$ cat src/rtl/hd3_pkg.sv
package hd3_pkg;
  localparam int KEY_W  = 16;
  localparam int IDX_W  = $clog2(KEY_W);
  localparam int CHK_W  = 4;
  localparam int CODE_W = IDX_W + CHK_W;

  typedef logic [IDX_W-1:0]  idx_t;
  typedef logic [CODE_W-1:0] code_t;

  // Extended Hamming word: count in [3:0], three checks, overall parity on top.
  function automatic code_t hd3_encode(idx_t d);
    code_t c;
    c[3:0] = d;
    c[4]   = d[0] ^ d[1] ^ d[3];
    c[5]   = d[0] ^ d[2] ^ d[3];
    c[6]   = d[1] ^ d[2] ^ d[3];
    c[7]   = ^c[6:0];
    return c;
  endfunction

  // Syndrome produced by an error in data bit i.
  function automatic logic [2:0] hd3_bit_syndrome(int i);
    case (i)
      0:       return 3'b011;
      1:       return 3'b101;
      2:       return 3'b110;
      default: return 3'b111;
    endcase
  endfunction

  // Longest key prefix (below KEY_W) that ends the stream "prefix k, then b".
  function automatic idx_t hd3_fallback(logic [KEY_W-1:0] key, int k, logic b);
    logic [KEY_W:0] s;
    logic [KEY_W:0] pre;
    logic [KEY_W:0] msk;
    int best;
    best = 0;
    s = (({1'b0, key} >> (KEY_W - k)) << 1) | {{KEY_W{1'b0}}, b};
    for (int j = 1; j < KEY_W; j++) begin
      if (j <= k + 1) begin
        pre = {1'b0, key} >> (KEY_W - j);
        msk = (17'(1) << j) - 17'(1);
        if (((s ^ pre) & msk) == '0) best = j;
      end
    end
    return idx_t'(best);
  endfunction
endpackage

$ cat src/rtl/hd3_in_reg.sv
module hd3_in_reg (
  input  logic clk,
  input  logic rst,
  input  logic bit_in,
  input  logic bit_valid,
  output logic bit_q,
  output logic vld_q
);
  always_ff @(posedge clk) begin
    if (rst) begin
      bit_q <= 1'b0;
      vld_q <= 1'b0;
    end else begin
      bit_q <= bit_in;
      vld_q <= bit_valid;
    end
  end
endmodule

$ cat src/rtl/hd3_decode.sv
module hd3_decode
  import hd3_pkg::*;
(
  input  code_t code,
  output idx_t  idx,
  output logic  single_err,
  output logic  double_err
);
  logic [2:0] syn;
  logic       par;

  assign syn = {code[6] ^ code[1] ^ code[2] ^ code[3],
                code[5] ^ code[0] ^ code[2] ^ code[3],
                code[4] ^ code[0] ^ code[1] ^ code[3]};
  assign par = ^code;

  for (genvar i = 0; i < IDX_W; i++) begin : g_fix
    assign idx[i] = code[i] ^ (par && (syn == hd3_bit_syndrome(i)));
  end

  // Odd parity: exactly one flip. Even parity with nonzero syndrome: two flips.
  assign single_err = par;
  assign double_err = !par && (syn != 3'b000);
endmodule

$ cat src/rtl/hd3_next.sv
module hd3_next
  import hd3_pkg::*;
#(
  parameter logic [KEY_W-1:0] KEY = 16'hA5A5
) (
  input  idx_t  idx,
  input  logic  bit_q,
  input  logic  vld_q,
  input  logic  fatal,
  output code_t code_nxt
);
  idx_t on0 [KEY_W];
  idx_t on1 [KEY_W];
  idx_t nidx;

  for (genvar k = 0; k < KEY_W; k++) begin : g_tbl
    localparam idx_t N0 = hd3_fallback(KEY, k, 1'b0);
    localparam idx_t N1 = hd3_fallback(KEY, k, 1'b1);
    assign on0[k] = N0;
    assign on1[k] = N1;
  end

  always_comb begin
    if (fatal)      nidx = '0;
    else if (vld_q) nidx = bit_q ? on1[idx] : on0[idx];
    else            nidx = idx;
    code_nxt = hd3_encode(nidx);
  end
endmodule

$ cat src/rtl/hd3_pattern_fsm.sv
module hd3_pattern_fsm
  import hd3_pkg::*;
#(
  parameter logic [KEY_W-1:0] KEY = 16'hA5A5
) (
  input  logic clk,
  input  logic rst,
  input  logic bit_in,
  input  logic bit_valid,
  output logic bit_ready,
  output logic detect,
  output logic err_corrected,
  output logic err_fatal
);
  localparam idx_t LAST = idx_t'(KEY_W - 1);

  logic  in_bit_q;
  logic  in_vld_q;
  code_t state_q;
  code_t code_nxt;
  idx_t  cur_idx;
  logic  sgl;
  logic  dbl;

  hd3_in_reg u_in (
    .clk(clk), .rst(rst), .bit_in(bit_in), .bit_valid(bit_valid),
    .bit_q(in_bit_q), .vld_q(in_vld_q)
  );

  hd3_decode u_dec (
    .code(state_q), .idx(cur_idx), .single_err(sgl), .double_err(dbl)
  );

  hd3_next #(.KEY(KEY)) u_nxt (
    .idx(cur_idx), .bit_q(in_bit_q), .vld_q(in_vld_q), .fatal(dbl),
    .code_nxt(code_nxt)
  );

  // Plain vector, not an enum, so the written codes stay as they are.
  always_ff @(posedge clk) begin
    if (rst) state_q <= hd3_encode('0);
    else     state_q <= code_nxt;
  end

  assign bit_ready     = !rst;
  assign detect        = in_vld_q && !dbl && (cur_idx == LAST) && (in_bit_q == KEY[0]);
  assign err_corrected = sgl;
  assign err_fatal     = dbl;
endmodule

$ cat config.mk
export PLATFORM = sky130hd
export DESIGN_NAME = hd3_pattern_fsm
export DESIGN_NICKNAME = d
export VERILOG_FILES = /design/src/rtl/hd3_pkg.sv /design/src/rtl/hd3_in_reg.sv /design/src/rtl/hd3_decode.sv /design/src/rtl/hd3_next.sv /design/src/rtl/hd3_pattern_fsm.sv
export SDC_FILE = /design/constraint.sdc
export NUM_CORES = 1
export LEC_CHECK = 0
export ABC_CLOCK_PERIOD_IN_PS = 3970
export BUFFER_PORTS_ARGS = -buffer_cell sky130_fd_sc_hd__buf_2
export CAP_MARGIN = 25
export CORE_ASPECT_RATIO = 2
export CORE_MARGIN = 5
export CORE_UTILIZATION = 30
export DETAILED_ROUTE_END_ITERATION = 7
export PLACE_DENSITY = 0.43
export SYNTH_ARGS = -nofsm -noshare
export SYNTH_HDL_FRONTEND = slang
export SYNTH_SLANG_ARGS = --single-unit
export TNS_END_PERCENT = 100
$ cat constraint.sdc
create_clock -name clk -period 3.97 [get_ports clk]
set_input_delay 0.5955 -clock clk [delete_from_list [all_inputs] [get_ports clk]]
set_output_delay 0.5955 -clock clk [all_outputs]
set_load 0.1 [all_outputs]
==> qor.yml <==
syn_area_per_cell_um2: 8.76
mappedNetlistNets: 117
die_w_um: 50.4
fillers: 330
viasPerCell: 5.34
postSynthRegisterBits: 10
required_ns: 3.37
overflow: 0
layout-drive-gt1-share_pct: 25.0
timing.hold.worst.class: "in2reg"
flow.area_growth_from_synthesis_pct: 14.0
gp_congestion: 0.754
finalHoldViolCount: 0
slowest_delay_ns: 0.58
setup.worst_path.end_class: "primary output"
tns_ns: 0
clock-root-buffer: "clkbuf_8"
crit_fanout: 9
crit_arrival_ns: 3.06
yosysSeqAreaShare_pct: 20.4
drt-wirelength-per-cell_um: 14.5
combined_area_of_all_synthesized_cells_um2: 981
met2WireLength_um: 1300
wire_length_of_the_first_global_routing_pass_um: 3800
die_height_um: 90.9
skew_ns: 0.000494
numClockSinks: 10
totalWireLength_um: 2190
cts_inserted_buffers: 3
synth_edf_count: 0
dpl.hpwl_um: 1840
finalWorstPathRequiredPeriod_ns: 3.66
tritoncts: "built"
critical_path.cell_chain: "xor2_2 > xnor2_2 > nor4_1 > nor4_4 > ha_1 > nand4_1 > nor3_2 > clkbuf_4"
final_nets: 127
port_buffers: 7
cp.buffers_inverters: 1
drt_pass1_iterations: 4
post_synth_num_cell_types: 43
path_class: "reg2out"
grt_antenna_before_repair: 0
register_area_um2: 200
h_tree_levels: 1
postRouteAntennaNets: 0
rsz0062_at_grt: "false"
top_layer_used: "met4"
track_usage_pct: 10.7
max_cap_viol_count: 0
ioPinCount: 8
drt_first_iter_violations: 8
core_area_mm2: 0.00316
finalSetupViolations: 0
worst_setup_path_start_kind: "flip-flop"
post_cts_hold_buffer_count: 0
bufs_on_longest_clock_path: 2
postLayoutSetupSlackWorst_ns: 0.311
worstMarginPinSlew_ns: 0.747
multiInputGateArea_um2: 759
slew_headroom_pct: 50.1
syn_inst: 112
cts.clk_slew.worst_paths_ns: 0.04
critical-path-top-delay-family: "simple AND/OR/NAND/NOR gates"
met3RoutedLength_um: 31
synth-async-reset-ratio_pct: 0
grt_pass1_vias: 842
final-max-slew-violation-count: 0
detail_route.wirelength.met1_um: 757
num_vias: 806
rows: 29
finalCritPeriodShare_pct: 92.2
fp.dieArea_mm2: 0.00458
cpMaxStageDelayCell: "dfxtp_1"
max_freq_ghz: 0.273
drc: 0
num_antenna_cells: 0
synth.yosys.warnings: 0
floorplan.initialDensity_pct: 31.1
detailedPlace.worstSlack_ns: 0.446
outcome: "complete, no violations"
clock_insertion_delay_at_the_later_pin_of_the_skew_report_ns: 0.23
pin_count_of_the_biggest_net_entering_global_routing: 13
synthFlopType: "dfxtp_1"
[synthesized netlist by cell type (3+ instances only)]
cell / number / share of area, %
dfxtp_1: 10 / 20
nor2_1: 7 / 2.7
nand2b_1: 4 / 2.6
nand3_1: 5 / 2.6
nor3_1: 4 / 2.0
xor2_1: 5 / 4.5
a31oi_1: 3 / 1.9
inv_1: 7 / 2.7
xnor2_1: 13 / 12
a21oi_1: 3 / 1.5
nand2_1: 6 / 2.3
a211oi_1: 4 / 3.1
[final timing paths]
path	slack [ns]	cells past startpoint	endpoint	startpoint
max	0.31	8	detect	state_q[1]
min	0.57	2	u_in.vld_q	bit_valid
max reg2reg	0.59	11	state_q[5]	state_q[1]
min reg2reg	0.82	3	state_q[3]	u_in.bit_q
[registers in the layout, summed over array words and instances (netlist names)]
signal      cells
state_q         8
u_in.vld_q      1
u_in.bit_q      1
[cell families after synthesis]
| logic type | Yosys count | share of synthesized area [%] |
|---|---|---|
| xor+xnor | 21 | 21.0 |
| fa+ha+maj | 1 | 1.28 |
| flops | 10 | 20.4 |
| buf+inv | 11 | 6.50 |
| mux | 3 | 3.32 |
| compound gates | 24 | 22.2 |
| simple gates | 42 | 25.3 |
[area by class of cell]
class,instances,area share (%)
timing repair buffer,9,4.70
tap,31,3.47
sequential,10,17.9
inverter,7,2.35
multi-input combinational,91,67.9
clock buffer,3,3.69
[layout by cell type (no fill, tap or decap), types with 2 or more instances in the layout]
cell	synthesis	layout
xnor2_1	13	12
or3_1	2	2
buf_4	2	2
nand3_1	5	5
nand2b_1	4	4
a31oi_1	3	3
dfxtp_1	10	10
xor2_1	5	4
clkbuf_8	0	3
nor2b_1	2	2
nor3_1	4	3
mux2_1	2	2
a211oi_1	4	4
nand2_1	6	6
xor2_2	2	3
o211ai_1	2	2
buf_2	0	6
nand4_1	2	2
and2_2	2	2
o21ai_0	2	2
nor2_1	7	7
a21oi_1	3	2
inv_1	7	7
[layer usage]
metal  vias to the layer above  GRT usage, %
met2                        13          20.6
li1                        413             -
met1                       374          9.87
met4                         0          6.61
met3                         6         0.992
met5                         -             0
[what timing repair did]
item                       4_1_cts  5_1_grt
hold endpoints to repair         0        0
gates resized for setup          0        2
setup endpoints to repair        0        1
setup buffers                    0        0
[worst register-to-register path, stage by stage, from the launching register on]
cell,delay [ns]
dfxtp_1,0.58
xor2_2,0.15
xnor2_2,0.43
nor4_1,0.16
nor4_4,0.56
ha_1,0.33
nand2b_1,0.15
mux2i_1,0.14
o221a_1,0.28
xor2_1,0.26
xor2_1,0.17
nor2_1,0.05
[through the flow]
step                      area, um2  utilization [%]  instances  hold WS (ns)
after floorplan                1020                -        112         0.667
after global placement         1070             33.8        148         0.807
after detailed placement       1070             33.8        148         0.815
after CTS                      1110             35.1        151         0.570
after global routing           1120             35.4        151         0.600
final                          1120             35.4        151         0.575
Power is left out: the tool's default activity adds up to more than one toggle a clock period on the data nets, which glitch-free logic cannot reach.
